File: src/rtl/irq_accept_pkg.sv
`timescale 1ns/1ps
package irq_accept_pkg;
  typedef enum logic [1:0] {
    SRC_NONE = 2'd0,
    SRC_MASK = 2'd1,
    SRC_SWI  = 2'd2,
    SRC_NMI  = 2'd3
  } src_e;
endpackage

File: src/rtl/irq_level_gate.sv
`timescale 1ns/1ps
module irq_level_gate #(
  parameter int LVL_W = 3
) (
  input  logic             m_valid,
  input  logic [LVL_W-1:0] m_prio,
  input  logic             ien,
  input  logic [LVL_W-1:0] ipl,
  output logic             eligible
);
  // strictly-greater compare; a level-0 request can never pass
  always_comb eligible = m_valid && ien && (m_prio > ipl);
endmodule

File: src/rtl/irq_src_pick.sv
`timescale 1ns/1ps
module irq_src_pick
  import irq_accept_pkg::*;
(
  input  logic nmi_valid,
  input  logic swi_valid,
  input  logic mask_ok,
  input  logic lockout,
  output src_e pick,
  output logic nmi_ready,
  output logic swi_ready,
  output logic mreq_ready
);
  always_comb begin
    pick = SRC_NONE;
    if (!lockout) begin
      if (nmi_valid)      pick = SRC_NMI;
      else if (swi_valid) pick = SRC_SWI;
      else if (mask_ok)   pick = SRC_MASK;
    end
  end

  always_comb begin
    nmi_ready  = (pick == SRC_NMI);
    swi_ready  = (pick == SRC_SWI);
    mreq_ready = (pick == SRC_MASK);
  end
endmodule

File: src/rtl/irq_status_upd.sv
`timescale 1ns/1ps
module irq_status_upd
  import irq_accept_pkg::*;
#(
  parameter int VEC_W     = 6,
  parameter int LVL_W     = 3,
  parameter int SWI_SPLIT = 32,
  parameter int NMI_VEC   = 63
) (
  input  logic             clk,
  input  logic             rst_n,
  input  src_e             pick,
  input  logic [VEC_W-1:0] m_vec,
  input  logic [LVL_W-1:0] m_prio,
  input  logic [VEC_W-1:0] swi_num,
  input  logic             cur_ien,
  input  logic             cur_stk,
  input  logic [LVL_W-1:0] cur_ipl,
  output logic             acc_valid,
  output logic [1:0]       acc_src,
  output logic [VEC_W-1:0] acc_vec,
  output logic             new_ien,
  output logic             new_stk,
  output logic [LVL_W-1:0] new_ipl,
  output logic             old_ien,
  output logic             old_stk,
  output logic [LVL_W-1:0] old_ipl
);
  localparam int NUM_CNT   = 1 << VEC_W;
  localparam int SPLIT_CAP = (SWI_SPLIT > NUM_CNT) ? NUM_CNT : SWI_SPLIT;
  localparam logic [VEC_W:0]   SPLIT_V   = SPLIT_CAP[VEC_W:0];
  localparam logic [VEC_W-1:0] NMI_VEC_V = NMI_VEC[VEC_W-1:0];

  logic swi_low;

  generate
    if (SPLIT_CAP == 0) begin : g_never_low
      assign swi_low = 1'b0;
    end else if (SPLIT_CAP == NUM_CNT) begin : g_always_low
      assign swi_low = 1'b1;
    end else begin : g_cmp_low
      assign swi_low = ({1'b0, swi_num} < SPLIT_V);
    end
  endgenerate

  always_ff @(posedge clk) begin
    if (!rst_n) begin
      acc_valid <= 1'b0;
      acc_src   <= SRC_NONE;
      acc_vec   <= '0;
      new_ien   <= 1'b0;
      new_stk   <= 1'b0;
      new_ipl   <= '0;
      old_ien   <= 1'b0;
      old_stk   <= 1'b0;
      old_ipl   <= '0;
    end else begin
      acc_valid <= (pick != SRC_NONE);
      if (pick != SRC_NONE) begin
        acc_src <= pick;
        old_ien <= cur_ien;
        old_stk <= cur_stk;
        old_ipl <= cur_ipl;
        new_ien <= 1'b0;
        unique case (pick)
          SRC_MASK: begin
            acc_vec <= m_vec;
            new_ipl <= m_prio;
            new_stk <= 1'b0;
          end
          SRC_SWI: begin
            acc_vec <= swi_num;
            new_ipl <= cur_ipl;
            new_stk <= swi_low ? 1'b0 : cur_stk;
          end
          default: begin
            acc_vec <= NMI_VEC_V;
            new_ipl <= '1;
            new_stk <= 1'b0;
          end
        endcase
      end
    end
  end
endmodule

File: src/rtl/irq_accept_unit.sv
`timescale 1ns/1ps
module irq_accept_unit
  import irq_accept_pkg::*;
#(
  parameter int VEC_W     = 6,
  parameter int LVL_W     = 3,
  parameter int SWI_SPLIT = 32,
  parameter int NMI_VEC   = 63
) (
  input  logic             clk,
  input  logic             rst_n,
  input  logic             nmi_valid,
  output logic             nmi_ready,
  input  logic             swi_valid,
  input  logic [VEC_W-1:0] swi_num,
  output logic             swi_ready,
  input  logic             mreq_valid,
  input  logic [LVL_W-1:0] mreq_prio,
  input  logic [VEC_W-1:0] mreq_vec,
  output logic             mreq_ready,
  input  logic             cur_ien,
  input  logic             cur_stk,
  input  logic [LVL_W-1:0] cur_ipl,
  output logic             acc_valid,
  output logic [1:0]       acc_src,
  output logic [VEC_W-1:0] acc_vec,
  output logic             new_ien,
  output logic             new_stk,
  output logic [LVL_W-1:0] new_ipl,
  output logic             old_ien,
  output logic             old_stk,
  output logic [LVL_W-1:0] old_ipl
);
  logic mask_ok;
  src_e pick;

  irq_level_gate #(.LVL_W(LVL_W)) u_gate (
    .m_valid  (mreq_valid),
    .m_prio   (mreq_prio),
    .ien      (cur_ien),
    .ipl      (cur_ipl),
    .eligible (mask_ok)
  );

  irq_src_pick u_pick (
    .nmi_valid  (nmi_valid),
    .swi_valid  (swi_valid),
    .mask_ok    (mask_ok),
    .lockout    (acc_valid),
    .pick       (pick),
    .nmi_ready  (nmi_ready),
    .swi_ready  (swi_ready),
    .mreq_ready (mreq_ready)
  );

  irq_status_upd #(
    .VEC_W(VEC_W), .LVL_W(LVL_W), .SWI_SPLIT(SWI_SPLIT), .NMI_VEC(NMI_VEC)
  ) u_upd (
    .clk       (clk),
    .rst_n     (rst_n),
    .pick      (pick),
    .m_vec     (mreq_vec),
    .m_prio    (mreq_prio),
    .swi_num   (swi_num),
    .cur_ien   (cur_ien),
    .cur_stk   (cur_stk),
    .cur_ipl   (cur_ipl),
    .acc_valid (acc_valid),
    .acc_src   (acc_src),
    .acc_vec   (acc_vec),
    .new_ien   (new_ien),
    .new_stk   (new_stk),
    .new_ipl   (new_ipl),
    .old_ien   (old_ien),
    .old_stk   (old_stk),
    .old_ipl   (old_ipl)
  );
endmodule

File: config.mk
export PLATFORM = sky130hd
export DESIGN_NAME = irq_accept_unit
export DESIGN_NICKNAME = d
export VERILOG_FILES = /design/src/rtl/irq_accept_pkg.sv /design/src/rtl/irq_level_gate.sv /design/src/rtl/irq_src_pick.sv /design/src/rtl/irq_status_upd.sv /design/src/rtl/irq_accept_unit.sv
export SDC_FILE = /design/constraint.sdc
export NUM_CORES = 1
export LEC_CHECK = 0
export ABC_AREA = 1
export CORE_AREA = 2 2 53 55
export DETAILED_ROUTE_END_ITERATION = 6
export DIE_AREA = 0 0 55 57
export PLACE_DENSITY = 0.74
export SETUP_SLACK_MARGIN = 0.05
export SLEW_MARGIN = 10
export SYNTH_ARGS = -nofsm -noshare
export SYNTH_HDL_FRONTEND = slang
export SYNTH_HIERARCHICAL = 1
export SYNTH_SLANG_ARGS = --single-unit
File: constraint.sdc
create_clock -name clk -period 2.4 [get_ports clk]
set_clock_uncertainty 0.15 [all_clocks]
set_input_delay 0.36 -clock clk [delete_from_list [all_inputs] [get_ports clk]]
set_output_delay 0.36 -clock clk [all_outputs]
set_load 0.01 [all_outputs]
After elaboration in Yosys (flattened, before gate mapping)
Index checks and enable logic that the tools add are counted.
- register bits: 18
- bits of input ports: 25
- output and inout port bits: 22
- logic and storage cells: 24
- order comparisons: 2
- equality and inequality tests: 3
- muxes and demuxes: 8
- reductions and logical operators: 3
- operators by type and width (kind ; count):
    case mux 6 bit (2 select lines) ; 1
    less-than comparator 6 bit, second input constant ; 1
    2-to-1 mux 2 bit ; 3
    case mux 3 bit (2 select lines) ; 1
    == test 2 bit, second input constant ; 2
    > comparator 3 bit ; 1
    2-to-1 mux 1 bit ; 3
    == test 2 x 1 -> 1 bit, second input constant ; 1
    logical AND 1 bit ; 2
    nonzero test 2 bit ; 1

Depth between registers and ports, before layout
Gate-level depths: netlist of run 1.
- word-level depth: 8
- gate-level depth with buffers: 16
- mapped depth without buffers: 14

Cells and area by module
Netlist of run 1, hierarchy kept.
- modules (own cells, without submodules) (module ; instances ; cells each ; area an instance (µm²) ; sequential area each (µm²)):
    irq_status_upd ; 1 ; 122 ; 843.3 ; 360.3
    irq_level_gate ; 1 ; 17 ; 91.3 ; 0.0
    irq_src_pick ; 1 ; 10 ; 43.8 ; 0.0

Least setup slack after synthesis of run 1
OpenSTA, ideal clock, no wires.
- path kind: in2reg
- start point: input port cur_ipl[2]
- end point: register u_upd.acc_vec[5]
- library setup time: 0.115 ns
- arrival: 1.904 ns
- required time: 2.135 ns
- slack: 0.232 ns
- stages on the path: 16
- buffers on the path: 2
- cells stage by stage: inv_1 ha_1 nand2_1 nor2_1 nor2_1 nor2_1 nand2_1 a21oi_1 inv_1 ha_1 buf_6 inv_6 buf_8 nand2_1 nor2_1 nor2_1
- longest elaborated chain between the ends: 8
- elaborated cells between the ends (all ways): 10
- classes of those cells: 1 x order compare; 2 x eq/ne; 5 x mux; 2 x reduce/logical
- ends and longest elaborated chain (item ; RTL line ; text):
    start, declared ; irq_accept_unit.sv:23 ; input logic [LVL_W-1:0] cur_ipl,
    > comparator 3 bit * ; irq_level_gate.sv:12 ; always_comb eligible = m_valid && ien && (m_prio > ipl);
    logical AND 1 bit * ; irq_level_gate.sv:12 ;
    net mask_ok ; irq_accept_unit.sv:34 ; logic mask_ok;
    2-to-1 mux 1 bit * ; irq_src_pick.sv:19 ; else if (mask_ok) pick = SRC_MASK;
    2-to-1 mux 2 bit * ; irq_src_pick.sv:18 ; else if (swi_valid) pick = SRC_SWI;
    2-to-1 mux 2 bit * ; irq_src_pick.sv:17 ; if (nmi_valid) pick = SRC_NMI;
    2-to-1 mux 2 bit * ; irq_src_pick.sv:16 ; if (!lockout) begin
    net pick[0] ; irq_accept_unit.sv:35 ; src_e pick;
    == test 2 bit / == test 2 x 1 -> 1 bit (equally long branches) ; irq_status_upd.sv:65 ; unique case (pick)
    case mux 6 bit (2 select lines) ; irq_status_upd.sv:65 ;
    end signal, assigned ; irq_status_upd.sv:67 ; acc_vec <= m_vec;
    end signal, assigned ; irq_status_upd.sv:72 ; acc_vec <= swi_num;
    end, declared ; irq_status_upd.sv:21 ; output logic [VEC_W-1:0] acc_vec,
The timed path passes the listed nets; every way through them passes the cells marked *.
A chain may end at the register's enable or synchronous reset.

Worst setup path after layout of run 1
- start point: input port nmi_valid
- end point: output port nmi_ready
- longest elaborated chain between the ends: 3
- ends and longest elaborated chain (item ; RTL line ; text):
    start, declared ; irq_accept_unit.sv:12 ; input logic nmi_valid,
    2-to-1 mux 2 bit ; irq_src_pick.sv:17 ;
    2-to-1 mux 2 bit ; irq_src_pick.sv:16 ;
    == test 2 bit ; irq_src_pick.sv:24 ; nmi_ready = (pick == SRC_NMI);
    end, declared ; irq_accept_unit.sv:13 ; output logic nmi_ready,
Every way passes these cells.

==> results of run 1 <==
[sequential cells by signal, indices dropped and copies added, names as in the netlist]
register,flops
u_upd/acc_vec,6
u_upd/new_ipl,3
u_upd/old_ipl,3
u_upd/acc_src,2
u_upd/acc_valid,1
u_upd/new_stk,1
u_upd/old_ien,1
u_upd/old_stk,1
[area by class of cell]
cell class | instances | area share, %
multi-input cells | 108 | 34.8
repair buffers | 57 | 34.8
flip-flops and latches | 18 | 22.5
inverters | 15 | 3.99
well taps | 31 | 2.43
clock buffers | 3 | 1.41
[routing by layer]
metal | up-vias | track usage, % | routed length, µm
met5 | - | 0 | 0
met4 | 0 | 5.57 | 12
met3 | 2 | 3.66 | 208
met1 | 460 | 22.6 | 1160
li1 | 561 | - | -
met2 | 40 | 29.8 | 1280
[timing repair]
| action | in CTS | in global routing |
|---|---|---|
| resized for setup | 11 | 15 |
| buffers inserted | 0 | 1 |
| pin swaps | 0 | 5 |
| endpoints found under the setup margin | 18 | 18 |
[worst min path at each step]
stage	from	endpoint	slack [ns]	cells past startpoint
2_1_floorplan	u_upd/new_stk$_SDFFE_PN0P_	u_upd/new_stk$_SDFFE_PN0P_	0.34	2
3_3_place_gp	u_upd/new_stk$_SDFFE_PN0P_	u_upd/new_stk$_SDFFE_PN0P_	0.31	2
3_5_place_dp	u_upd/old_ipl[1]$_SDFFE_PN0P_	u_upd/old_ipl[1]$_SDFFE_PN0P_	0.33	2
4_1_cts	u_upd/new_stk$_SDFFE_PN0P_	u_upd/new_stk$_SDFFE_PN0P_	0.35	2
5_1_grt	cur_ipl[1]	u_upd/old_ipl[1]$_SDFFE_PN0P_	0.35	4
6_report	cur_ipl[1]	u_upd/old_ipl[1]$_SDFFE_PN0P_	0.32	4
[cells in the mapped netlist]
| library cell | count | area share (%) |
|---|---|---|
| nand3_1 | 1 | 0.51 |
| o21ai_0 | 6 | 3.1 |
| nand4_1 | 1 | 0.64 |
| buf_8 | 1 | 1.5 |
| o21ai_1 | 9 | 4.6 |
| inv_1 | 13 | 5.0 |
| dfxtp_1 | 18 | 37 |
| a21oi_1 | 6 | 3.1 |
| nand2_1 | 44 | 17 |
| inv_6 | 1 | 0.90 |
| inv_2 | 1 | 0.38 |
| buf_6 | 2 | 2.3 |
| conb_1 | 1 | 0.38 |
| clkbuf_2 | 1 | 0.51 |
| buf_4 | 2 | 1.5 |
| buf_2 | 2 | 1.0 |
| nor2_1 | 33 | 13 |
| ha_1 | 6 | 7.7 |
| nor3_1 | 1 | 0.51 |
[worst register-to-register path: cells and delay by family (launching register included)]
family,cells,cell delay [ns]
DFF,1,0.37
and+or+nand+nor,2,0.18
adders and majority gates,1,0.21
buffers and inverters,2,0.30
AOI/OAI and AO/OA,2,0.33
[metrics by stage]
step,instances,setup WS [ns]
3_5_place_dp,228,-0.432
4_1_cts,231,0.0458
3_3_place_gp,228,-0.373
2_1_floorplan,149,0.232
5_1_grt,232,0.240
6_report,232,0.283
[power by group through the flow]
stage                     registers, mW  clock network [mW]  logic (mW)
after floorplan                   0.378                   0       0.143
after global placement            0.361                   0       0.301
after detailed placement          0.362                   0       0.308
after CTS                         0.356               0.152       0.324
after global routing              0.361               0.166       0.367
final                             0.355               0.149       0.335
[kinds of logic (layout without fill, tap and decap cells)]
family / count (synthesis) / in the layout
flip-flops: 18 / 18
AO/OA/AOI/OAI: 21 / 21
adder cells (fa/ha/maj): 6 / 6
other: 1 / 1
AND/OR/NAND/NOR: 80 / 80
buffers and inverters: 23 / 75
==> reports/qor.yml, run 1 <==
finish:
  final_common_cell: "nand2_1"
  seqCellArea_um2: 360
  filler_cell_count: 255
  fin_area_um2: 1600
  nets: 234
  final_cell_mix: "nand2_1 (44), clkdlybuf4s50_1 (38), nor2_1 (30)"
  drive_gt1_share_pct: 15.9
  diodes: 0
  multi_input_area_um2: 557
  finalCoreUtilization_pct: 61.1
  syn_to_final_growth_pct: 63.4
worst_setup_path:
  timing.rr.end: "u_upd/new_stk$_SDFFE_PN0P_"
  r2r_setup_slack_ns: 0.81
  r2r_start: "u_upd/acc_valid$_SDFF_PN0_"
  crit_family: "buffers and inverters"
  start_kind: "primary input"
  slowest_stage: "clkdlybuf4s50_1"
  worst-path-max-fanout: 4
  startpoint: "nmi_valid"
  cpMostUsedCell: "clkdlybuf4s50_1"
  worst-path-buf-inv: 3
  worst_r2r_path_depth: 7
  critPathMaxStageDelay_ns: 0.55
  path_class: "in -> out"
  worstPathArrival_ns: 1.61
  crit_path_end_kind: "primary output"
  crit_cells: 4
  crit_required_ns: 1.89
  endpoint: "nmi_ready"
  path_cells: "clkdlybuf4s50_1 > inv_1 > nor2_1 > clkdlybuf4s50_1"
power_and_ir_drop:
  clkPwrFrac_pct: 17.7
  intPower_uw: 573
  switching_power_uw: 266
  leakage_nw: 0.783
  pwr-share-comb_pct: 39.9
  irDropWorstVdd_mv: 0.345
  netSwitchingFraction_pct: 31.7
  total_power_uw: 839
  p_seq_share_pct: 42.3
  power_density_nw_per_um2: 525
detailed_routing:
  wirelength_um: 2660
  wl_per_cell_um: 11.5
  vias: 1063
  dr.pass1.iters: 4
  route.detailed.drc: 0
  vias_per_cell: 4.58
  ant_nets: 0
  first_iter_violations: 18
die:
  start_util_pct: 37.4
  fp.coreArea_um2: 2620
  die_y_um: 57
  die_w_um: 55
  ios: 47
  rows: 19
  dieArea_um2: 3140
outcome:
  status: "finished clean"
sta:
  timing.fmax_ghz: 0.472
  finalCriticalPeriod_ns: 2.12
  tns_ns: 0
  slew_headroom_pct: 65.8
  final-setup-viol-count: 0
  final-hold-violation-count: 0
  drv_slew: 0
  post-route-period-util_pct: 88.2
  worst_slew_pin_slew_ns: 0.511
  rsz0062_at_grt: "no"
  whs_ns: 0.323
yosys:
  ys_types: 19
  muxShareOfSynthArea_pct: 0
  synth_top_family_by_area: "simple AND/OR/NAND/NOR gates"
  synth_nets: 180
  synthSimpleGateAreaFrac_pct: 31.2
  synthXorXnorAreaFrac_pct: 0
  ys_ff_latch: 18
  ys_seq_area_share_pct: 36.8
  syn_avg_cell_area_um2: 6.57
  synth_adder_area_share_pct: 7.67
  synth_warnings: 6
  synth_cells: 149
  synth_area_um2: 978
  synth_compound_area_share_pct: 10.7
place:
  place.gp.congestion: 0.769
  dp_hpwl_um: 1890
  postPlaceCellArea_um2: 1480
  port_buffers: 45
global_route:
  grt-ovfl-total: 0
  grt_pass1_wl_um: 4130
  antenna_found_initial: 0
  grt_usage_pct: 17.8
  grt_max_degree: 27
  grt_pass1_vias: 994
clocking:
  clockBufferDepth: 2
  clk_latency_ns: 0.28
  cts_root_buf: "clkbuf_4"
  hold_buffers: 0
  clk_pin_slew_worst_paths_ns: 0.11
  clock_sinks: 18
  cts_buffers: 3
  cts_max_level: 1
  cts_tree: "yes"
worst_hold_path:
  hp-class: "in -> reg"
run:
  cap_violations: 0
(Power assumes the default switching activity.)
==> run 2, diff against run 1 <==
--- a/config.mk
+++ b/config.mk
@@ -11,8 +11,10 @@
 export DIE_AREA = 0 0 55 57
 export PLACE_DENSITY = 0.74
 export SETUP_SLACK_MARGIN = 0.05
+export SKIP_LAST_GASP = 1
 export SLEW_MARGIN = 10
 export SYNTH_ARGS = -nofsm -noshare
 export SYNTH_HDL_FRONTEND = slang
 export SYNTH_HIERARCHICAL = 1
 export SYNTH_SLANG_ARGS = --single-unit
+export TNS_END_PERCENT = 30
==> results of run 2 <==
Final layout, timing and power as in run 1 (identical DEF).
